File: src/rtl/spi_seq_pkg.sv
package spi_seq_pkg;

  typedef enum logic [2:0] {
    PH_IDLE = 3'd0,
    PH_PREP = 3'd1,
    PH_CMD  = 3'd2,
    PH_ADDR = 3'd3,
    PH_DMY  = 3'd4,
    PH_WR   = 3'd5,
    PH_RD   = 3'd6,
    PH_DONE = 3'd7
  } phase_e;

  localparam int NLANE     = 8;
  localparam int B_DUPLEX  = 0;
  localparam int B_QUAD    = 3;
  localparam int B_OCT     = 4;
  localparam int B_HOLD    = 6;
  localparam int B_SETUP   = 7;
  localparam int B_DDUAL   = 12;
  localparam int B_DQUAD   = 13;
  localparam int B_DOCT    = 14;
  localparam int B_3WIRE   = 17;
  localparam int B_DMYGATE = 26;
  localparam int B_WR      = 27;
  localparam int B_RD      = 28;
  localparam int B_DMY     = 29;
  localparam int B_ADDR    = 30;
  localparam int B_CMD     = 31;

  // first enabled phase after cur; idle after done
  function automatic phase_e next_phase(phase_e cur, logic [7:0] en);
    phase_e res;
    res = PH_IDLE;
    for (int i = 7; i >= 1; i--) begin
      if (i > int'(cur) && en[i]) res = phase_e'(3'(i));
    end
    return res;
  endfunction

  function automatic logic [3:0] lanes_ca(logic [31:0] c);
    if (c[B_OCT])       return 4'd8;
    else if (c[B_QUAD]) return 4'd4;
    else                return 4'd1;
  endfunction

  function automatic logic [3:0] lanes_dat(logic [31:0] c);
    if (c[B_OCT] || c[B_DOCT])        return 4'd8;
    else if (c[B_QUAD] || c[B_DQUAD]) return 4'd4;
    else if (c[B_DDUAL])              return 4'd2;
    else                              return 4'd1;
  endfunction

  function automatic logic [NLANE-1:0] lane_mask(logic [3:0] n);
    logic [NLANE:0] t;
    t = (9'd1 << n) - 9'd1;
    return t[NLANE-1:0];
  endfunction

endpackage

File: src/rtl/spi_seq_cfg.sv
module spi_seq_cfg #(
  parameter logic [31:0] CFG_RST = 32'h8000_00C0
) (
  input  logic        clk_i,
  input  logic        rst_ni,
  input  logic        wr_i,
  input  logic [31:0] data_i,
  input  logic        busy_i,
  output logic [31:0] word_o
);

  always_ff @(posedge clk_i or negedge rst_ni) begin
    if (!rst_ni)             word_o <= CFG_RST;
    else if (wr_i && !busy_i) word_o <= data_i;
  end


  cfg_lock_chk: assert property (@(posedge clk_i) disable iff (!rst_ni)
    busy_i |=> $stable(word_o));

endmodule

File: src/rtl/spi_seq_fsm.sv
module spi_seq_fsm
  import spi_seq_pkg::*;
#(
  parameter int CLW = 4,
  parameter int ALW = 6,
  parameter int MLW = 8,
  parameter int DLW = 6
) (
  input  logic           clk_i,
  input  logic           rst_ni,
  input  logic           start_i,
  input  logic [31:0]    cfg_i,
  input  logic [CLW-1:0] cmd_len_i,
  input  logic [ALW-1:0] addr_len_i,
  input  logic [MLW-1:0] dummy_len_i,
  input  logic [DLW-1:0] data_len_i,
  input  logic [3:0]     lanes_i,
  output phase_e         ph_o,
  output logic           hph_o,
  output logic           adv_o,
  output phase_e         nxt_o,
  output logic           busy_o,
  output logic           done_o
);

  localparam int RW0 = (ALW > DLW) ? ALW : DLW;
  localparam int RW1 = (RW0 > MLW) ? RW0 : MLW;
  localparam int RW  = (RW1 > 4) ? RW1 : 4;

  phase_e         ph;
  logic           hph;
  logic [RW-1:0]  rem, nlen;
  logic [CLW-1:0] c_len;
  logic [ALW-1:0] a_len;
  logic [MLW-1:0] m_len;
  logic [DLW-1:0] d_len;
  logic [7:0]     en;
  logic           beat_end;
  phase_e         nxt;

  always_comb begin
    en = '0;
    en[int'(PH_PREP)] = 1'b1;
    en[int'(PH_CMD)]  = cfg_i[B_CMD]  && (c_len != '0);
    en[int'(PH_ADDR)] = cfg_i[B_ADDR] && (a_len != '0);
    en[int'(PH_DMY)]  = cfg_i[B_DMY]  && (m_len != '0);
    en[int'(PH_WR)]   = cfg_i[B_WR]   && (d_len != '0);
    en[int'(PH_RD)]   = cfg_i[B_RD]   && (d_len != '0);
    en[int'(PH_DONE)] = 1'b1;
  end

  assign nxt      = next_phase(ph, en);
  assign beat_end = hph && (ph inside {PH_CMD, PH_ADDR, PH_DMY, PH_WR, PH_RD});
  assign adv_o    = (ph == PH_PREP) || (ph == PH_DONE) ||
                    (beat_end && (rem <= RW'(lanes_i)));

  always_comb begin
    unique case (nxt)
      PH_CMD:       nlen = RW'(c_len);
      PH_ADDR:      nlen = RW'(a_len);
      PH_DMY:       nlen = RW'(m_len);
      PH_WR, PH_RD: nlen = RW'(d_len);
      default:      nlen = '0;
    endcase
  end

  always_ff @(posedge clk_i or negedge rst_ni) begin
    if (!rst_ni) begin
      ph     <= PH_IDLE;
      hph    <= 1'b0;
      rem    <= '0;
      c_len  <= '0;
      a_len  <= '0;
      m_len  <= '0;
      d_len  <= '0;
      done_o <= 1'b0;
    end else begin
      done_o <= (ph == PH_DONE);
      if (ph == PH_IDLE) begin
        if (start_i) begin
          ph    <= PH_PREP;
          hph   <= 1'b0;
          c_len <= cmd_len_i;
          a_len <= addr_len_i;
          m_len <= dummy_len_i;
          d_len <= data_len_i;
        end
      end else if (adv_o) begin
        ph  <= nxt;
        hph <= 1'b0;
        rem <= nlen;
      end else begin
        hph <= ~hph;
        if (beat_end) rem <= rem - RW'(lanes_i);
      end
    end
  end

  assign ph_o   = ph;
  assign hph_o  = hph;
  assign nxt_o  = nxt;
  assign busy_o = (ph != PH_IDLE);


  done_pulse_chk: assert property (@(posedge clk_i) disable iff (!rst_ni)
    done_o |=> !done_o);

  busy_fall_chk: assert property (@(posedge clk_i) disable iff (!rst_ni)
    $fell(busy_o) |-> done_o);

  phase_order_chk: assert property (@(posedge clk_i) disable iff (!rst_ni)
    (ph != PH_IDLE && ph != PH_DONE) |=> (ph >= $past(ph)));

endmodule

File: src/rtl/spi_seq_data.sv
module spi_seq_data
  import spi_seq_pkg::*;
#(
  parameter int CMD_W  = 8,
  parameter int ADDR_W = 32,
  parameter int DW     = 32,
  parameter int CLW    = 4,
  parameter int ALW    = 6,
  parameter int DLW    = 6
) (
  input  logic              clk_i,
  input  logic              rst_ni,
  input  logic              start_i,
  input  logic [CMD_W-1:0]  cmd_i,
  input  logic [CLW-1:0]    cmd_len_i,
  input  logic [ADDR_W-1:0] addr_i,
  input  logic [ALW-1:0]    addr_len_i,
  input  logic [DW-1:0]     wdat_i,
  input  logic [DLW-1:0]    data_len_i,
  input  phase_e            ph_i,
  input  logic              hph_i,
  input  logic              adv_i,
  input  phase_e            nxt_i,
  input  logic [3:0]        lanes_i,
  input  logic              duplex_i,
  input  logic              three_i,
  input  logic [NLANE-1:0]  sd_i,
  output logic [NLANE-1:0]  sd_o,
  output logic [DW-1:0]     rd_o
);

  localparam int SW0 = (ADDR_W > DW) ? ADDR_W : DW;
  localparam int SW  = (SW0 > CMD_W) ? SW0 : CMD_W;

  logic [CMD_W-1:0]  cmd_q;
  logic [ADDR_W-1:0] addr_q;
  logic [DW-1:0]     wdat_q;
  logic [CLW-1:0]    c_len;
  logic [ALW-1:0]    a_len;
  logic [DLW-1:0]    d_len;
  logic [SW-1:0]     sh;
  logic              beat_end, out_ph, smp;
  logic [3:0]        in_n;
  logic [NLANE-1:0]  in_bits, top;

  assign beat_end = hph_i && (ph_i inside {PH_CMD, PH_ADDR, PH_DMY, PH_WR, PH_RD});
  assign out_ph   = ph_i inside {PH_CMD, PH_ADDR, PH_WR};
  assign smp      = beat_end && ((ph_i == PH_RD) || (ph_i == PH_WR && duplex_i));
  assign in_n     = (ph_i == PH_WR) ? 4'd1 : lanes_i;

  always_comb begin
    if (in_n == 4'd1) in_bits = {{(NLANE-1){1'b0}}, three_i ? sd_i[0] : sd_i[1]};
    else              in_bits = sd_i & lane_mask(in_n);
  end

  always_ff @(posedge clk_i or negedge rst_ni) begin
    if (!rst_ni) begin
      cmd_q  <= '0;
      addr_q <= '0;
      wdat_q <= '0;
      c_len  <= '0;
      a_len  <= '0;
      d_len  <= '0;
      sh     <= '0;
      rd_o   <= '0;
    end else if (ph_i == PH_IDLE) begin
      if (start_i) begin
        cmd_q  <= cmd_i;
        addr_q <= addr_i;
        wdat_q <= wdat_i;
        c_len  <= cmd_len_i;
        a_len  <= addr_len_i;
        d_len  <= data_len_i;
        rd_o   <= '0;
      end
    end else begin
      if (adv_i) begin
        unique case (nxt_i)
          PH_CMD:  sh <= SW'(cmd_q)  << (SW - int'(c_len));
          PH_ADDR: sh <= SW'(addr_q) << (SW - int'(a_len));
          PH_WR:   sh <= SW'(wdat_q) << (SW - int'(d_len));
          default: sh <= sh;
        endcase
      end else if (beat_end && out_ph) begin
        sh <= sh << lanes_i;
      end
      if (smp) rd_o <= (rd_o << in_n) | DW'(in_bits);
    end
  end

  assign top  = sh[SW-1 -: NLANE];
  assign sd_o = out_ph ? (top >> (4'd8 - lanes_i)) : '0;

endmodule

File: src/rtl/spi_phase_seq.sv
module spi_phase_seq
  import spi_seq_pkg::*;
#(
  parameter int          CMD_W   = 8,
  parameter int          ADDR_W  = 32,
  parameter int          DW      = 32,
  parameter int          DMY_LW  = 8,
  parameter logic [31:0] CFG_RST = 32'h8000_00C0,
  localparam int         CLW     = $clog2(CMD_W + 1),
  localparam int         ALW     = $clog2(ADDR_W + 1),
  localparam int         DLW     = $clog2(DW + 1)
) (
  input  logic              clk_i,
  input  logic              rst_ni,
  input  logic              cfg_wr_i,
  input  logic [31:0]       cfg_i,
  output logic [31:0]       cfg_o,
  input  logic              start_i,
  input  logic [CMD_W-1:0]  cmd_i,
  input  logic [CLW-1:0]    cmd_len_i,
  input  logic [ADDR_W-1:0] addr_i,
  input  logic [ALW-1:0]    addr_len_i,
  input  logic [DMY_LW-1:0] dummy_len_i,
  input  logic [DLW-1:0]    data_len_i,
  input  logic [DW-1:0]     wr_data_i,
  output logic [DW-1:0]     rd_data_o,
  output logic              busy_o,
  output logic              done_o,
  output logic              sclk_o,
  output logic              cs_no,
  input  logic [7:0]        sd_i,
  output logic [7:0]        sd_o,
  output logic [7:0]        sd_oe_o
);

  phase_e     ph, nxt;
  logic       hph, adv;
  logic [3:0] lanes;

  spi_seq_cfg #(.CFG_RST(CFG_RST)) u_cfg (
    .clk_i  (clk_i),
    .rst_ni (rst_ni),
    .wr_i   (cfg_wr_i),
    .data_i (cfg_i),
    .busy_i (busy_o),
    .word_o (cfg_o)
  );

  always_comb begin
    unique case (ph)
      PH_CMD, PH_ADDR: lanes = lanes_ca(cfg_o);
      PH_WR, PH_RD:    lanes = lanes_dat(cfg_o);
      default:         lanes = 4'd1;
    endcase
  end

  spi_seq_fsm #(.CLW(CLW), .ALW(ALW), .MLW(DMY_LW), .DLW(DLW)) u_fsm (
    .clk_i       (clk_i),
    .rst_ni      (rst_ni),
    .start_i     (start_i),
    .cfg_i       (cfg_o),
    .cmd_len_i   (cmd_len_i),
    .addr_len_i  (addr_len_i),
    .dummy_len_i (dummy_len_i),
    .data_len_i  (data_len_i),
    .lanes_i     (lanes),
    .ph_o        (ph),
    .hph_o       (hph),
    .adv_o       (adv),
    .nxt_o       (nxt),
    .busy_o      (busy_o),
    .done_o      (done_o)
  );

  spi_seq_data #(
    .CMD_W(CMD_W), .ADDR_W(ADDR_W), .DW(DW),
    .CLW(CLW), .ALW(ALW), .DLW(DLW)
  ) u_data (
    .clk_i      (clk_i),
    .rst_ni     (rst_ni),
    .start_i    (start_i),
    .cmd_i      (cmd_i),
    .cmd_len_i  (cmd_len_i),
    .addr_i     (addr_i),
    .addr_len_i (addr_len_i),
    .wdat_i     (wr_data_i),
    .data_len_i (data_len_i),
    .ph_i       (ph),
    .hph_i      (hph),
    .adv_i      (adv),
    .nxt_i      (nxt),
    .lanes_i    (lanes),
    .duplex_i   (cfg_o[B_DUPLEX]),
    .three_i    (cfg_o[B_3WIRE]),
    .sd_i       (sd_i),
    .sd_o       (sd_o),
    .rd_o       (rd_data_o)
  );

  logic bus_ph;
  assign bus_ph  = ph inside {PH_CMD, PH_ADDR, PH_DMY, PH_WR, PH_RD};
  assign sclk_o  = bus_ph && hph && !(ph == PH_DMY && cfg_o[B_DMYGATE]);
  assign cs_no   = !(bus_ph || (ph == PH_PREP && cfg_o[B_SETUP]) ||
                     (ph == PH_DONE && cfg_o[B_HOLD]));
  assign sd_oe_o = (ph inside {PH_CMD, PH_ADDR, PH_WR}) ? lane_mask(lanes) : '0;


  cs_idle_chk: assert property (@(posedge clk_i) disable iff (!rst_ni)
    !busy_o |-> cs_no);

  sclk_idle_chk: assert property (@(posedge clk_i) disable iff (!rst_ni)
    !busy_o |-> !sclk_o);

  oe_off_chk: assert property (@(posedge clk_i) disable iff (!rst_ni)
    (!busy_o || ph == PH_RD || ph == PH_DMY) |-> (sd_oe_o == '0));

  sd_quiet_chk: assert property (@(posedge clk_i) disable iff (!rst_ni)
    (sd_oe_o == '0) |-> (sd_o == '0));

endmodule

File: config.mk
export PLATFORM = sky130hd
export DESIGN_NAME = spi_phase_seq
export DESIGN_NICKNAME = d
export VERILOG_FILES = /design/src/rtl/spi_seq_pkg.sv /design/src/rtl/spi_seq_cfg.sv /design/src/rtl/spi_seq_fsm.sv /design/src/rtl/spi_seq_data.sv /design/src/rtl/spi_phase_seq.sv
export SDC_FILE = /design/constraint.sdc
export NUM_CORES = 1
export LEC_CHECK = 0
export ABC_AREA = 0
export CAP_MARGIN = 20
export CORE_UTILIZATION = 52
export CTS_BUF_LIST = sky130_fd_sc_hd__clkbuf_4 sky130_fd_sc_hd__clkbuf_8
export DETAILED_ROUTE_END_ITERATION = 10
export PLACE_DENSITY = 0.76
export SLEW_MARGIN = 20
export SYNTH_ARGS = -nofsm -noshare
export SYNTH_HDL_FRONTEND = slang
export SYNTH_SLANG_ARGS = --single-unit
File: constraint.sdc
create_clock -name clk_i -period 3.95 [get_ports clk_i]
set_input_delay 0.395 -clock clk_i [delete_from_list [all_inputs] [get_ports clk_i]]
set_output_delay 0.395 -clock clk_i [all_outputs]
set_load 0.01 [all_outputs]
==> metrics.txt <==
layout cells sized above 1 17.3%; first-pass GRT wire length 91400 um; final wirelength 58400 um; area grow syn2layout 24.0%; vias after detailed routing 16357; total CTS buffers 39; MaxCap Viol Count 0; vias in the first global route 15679; Tmin final 3.86 ns; crit end category output pin; # port buffers 223; gr ovfl total 0; CTS tree yes; Distinct cells, synth 98; Worst Hold Class primary input to flop; H-Tree Depth 2; Mapped Cells 1915; WP data required 3.56 ns; drt first-iter violations 1621; yosys warns 0; clock sink total 205; CORE AREA 30800 um^2; Post-route DRC 7; Die H 180 um; Initial DRT Pass Iterations 11; Clock transition at path regs 0.06 ns; asr flop ratio synth 100%; Post-synth EDFFs 0; Clock Skews 0.0438 ns; Final Hold Viols 0; drt wl/cell 22.9 um; failing checks design-rule violations; Most used DFF post-synth dfrtp_1; clk buf depth 3; Initial Utilization 53.4%; Post-DP Area 19300 um^2; post-synthesis net count 2071; Syn Area/Cell 8.60 um^2; measured slew at the worst slew-check pin 1.14 ns; Total Routing Usage GR 35.7%; largest net degree at the start of global routing 94; CP arrival 3.47 ns; synthesized cell area 16500 um^2; startpoint types flop; die area 32400 um^2; # setup viols final 0; HPWL Detailed 44200 um; fin util 66.2%; slew margin rel. 21.8%; root buffer selected by CTS clkbuf_8; Post-Layout Inst Area 20400 um^2; via density per instance 6.42; crit path kind flop to output pin; fmax 259 MHz; initial antenna violation count 1; clk_lat worst skew 0.59 ns; # IOs 224; post-synthesis sequential area ratio 31.2%; nets 2281; Tcrit/Tclk final 97.8%; Final Max Slew Viols 0; flop and latch count out of synthesis 205; site row count 64; die width 180 um; Routed Antenna Nets 0; status finished with violations; routability cong. 1.01; RSZ-0062 raised after global routing true; CP max FO 16
flip-flops by register name, summed over array words and instances (netlist names), 8 cells and up:
| signal | cells |
|---|---|
| u_cfg.word_o | 32 |
| u_data.addr_q | 32 |
| u_data.rd_o | 32 |
| u_data.sh | 32 |
| u_data.wdat_q | 32 |
| u_data.cmd_q | 8 |
| u_fsm.m_len | 8 |
| u_fsm.rem | 8 |
worst max-delay path, cell delays in order (launching register included):
cell and delay [ns]:
dfrtp_2 0.47, dlymetal6s2s_1 0.21, o22ai_1 0.21, nor3_2 0.07, buf_4 0.21, a21oi_1 0.45, nand2_1 0.14, ha_2 0.23
o21ai_0 0.07, o211ai_1 0.11, a21oi_1 0.16, clkdlybuf4s50_1 0.55
stage by stage:
stage	hold slack (ns)	setup slack (ns)	instances	TNS [ns]
6_report	0.341	0.0852	2548	0
2_1_floorplan	0.0994	0.0325	1915	0
5_1_grt	0.331	-0.0429	2548	-0.0837
3_5_place_dp	0.470	0.255	2472	0
4_1_cts	0.318	-0.0114	2543	-0.0114
3_3_place_gp	0.456	0.0807	2472	0
what timing repair did:
item | CTS | global route
resized for setup | 19 | 22
pin swaps | 3 | 0
setup endpoints to repair | 15 | 13
buffers inserted | 3 | 4
hold buffers | 1 | 0
endpoints found under the hold margin | 72 | 0
kinds of logic after synthesis:
logic type	after synthesis	share of synthesized area, %
buffers and inverters	179	4.50
AOI/OAI and AO/OA	481	19.9
other	1	0.0228
muxes	273	22.1
adders and majority gates	16	1.26
xor gates and xnor gates	18	1.00
DFF	205	31.2
and+or+nand+nor	742	20.0
routing by layer:
layer / part of all wire (%) / GRT usage (%)
met5: 0 / 0
met4: 3.3 / 12.7
met3: 7.2 / 5.35
met2: 47 / 56.9
met1: 43 / 49.6
synthesized netlist by cell type (9+ instances only):
cell	count	area, um^2
mux4_2	65	1460
nor3_1	32	160
mux2i_1	133	1330
a31oi_1	27	169
clkbuf_1	105	394
xnor2_1	11	96.3
o21ai_0	122	611
buf_2	37	185
ha_1	15	188
o211ai_1	27	203
a21oi_1	83	415
nor2_1	105	394
nor4_1	14	87.6
nand3_1	46	230
dfrtp_1	202	5050
nand2_1	443	1660
a211oi_1	17	128
mux2_2	75	845
a22oi_1	12	90.1
o22ai_1	16	100
inv_1	19	71.3
and2_1	11	68.8
o221ai_1	20	175
and3_1	11	68.8
buf_1	10	37.5
o31ai_1	25	188
nand2b_1	9	56.3
layout make-up:
class | instances | area, um^2
inverters | 22 | 86.3
flip-flops and latches | 205 | 5140
fillers | 2524 | 10400
well taps | 396 | 495
clock buffers | 61 | 777
diodes | 1 | 2.50
clock inverters | 6 | 66.3
repair buffers | 326 | 3090
multi-input cells | 1531 | 10800
layout by cell type (no fill, tap or decap), types with 9 or more instances in the layout:
cell type / n
nand2_1: 442
clkdlybuf4s50_1: 215
dfrtp_1: 196
mux2i_1: 133
o21ai_0: 120
nor2_1: 105
buf_4: 95
a21oi_1: 83
mux2_2: 75
mux4_2: 65
clkbuf_8: 52
nand3_1: 45
nor3_1: 30
a31oi_1: 27
o211ai_1: 27
o31ai_1: 25
o221ai_1: 20
inv_1: 17
a211oi_1: 17
o22ai_1: 16
nor4_1: 14
a22oi_1: 12
and3_1: 11
and2_1: 10
clkbuf_4: 10
xnor2_1: 9
nand2b_1: 9
worst paths after layout:
kind	end	slack, ns	cells after the start	start
worst max-delay path	sd_oe_o[4]	0.09	11	u_fsm.ph_o[1]
worst min-delay path	u_data.wdat_q[18]	0.34	3	wr_data_i[18]
worst max register to register	u_data.sh[26]	0.12	9	u_data.d_len[0]
worst min register to register	u_data.rd_o[31]	0.48	2	u_data.rd_o[31]
max in group asynchronous	u_cfg.word_o[4]	2.51	3	rst_ni
min in group asynchronous	u_data.rd_o[15]	0.46	2	rst_ni
Power is not shown: default switching activity piles up to over one toggle a cycle in this logic, so the estimate is an artifact.
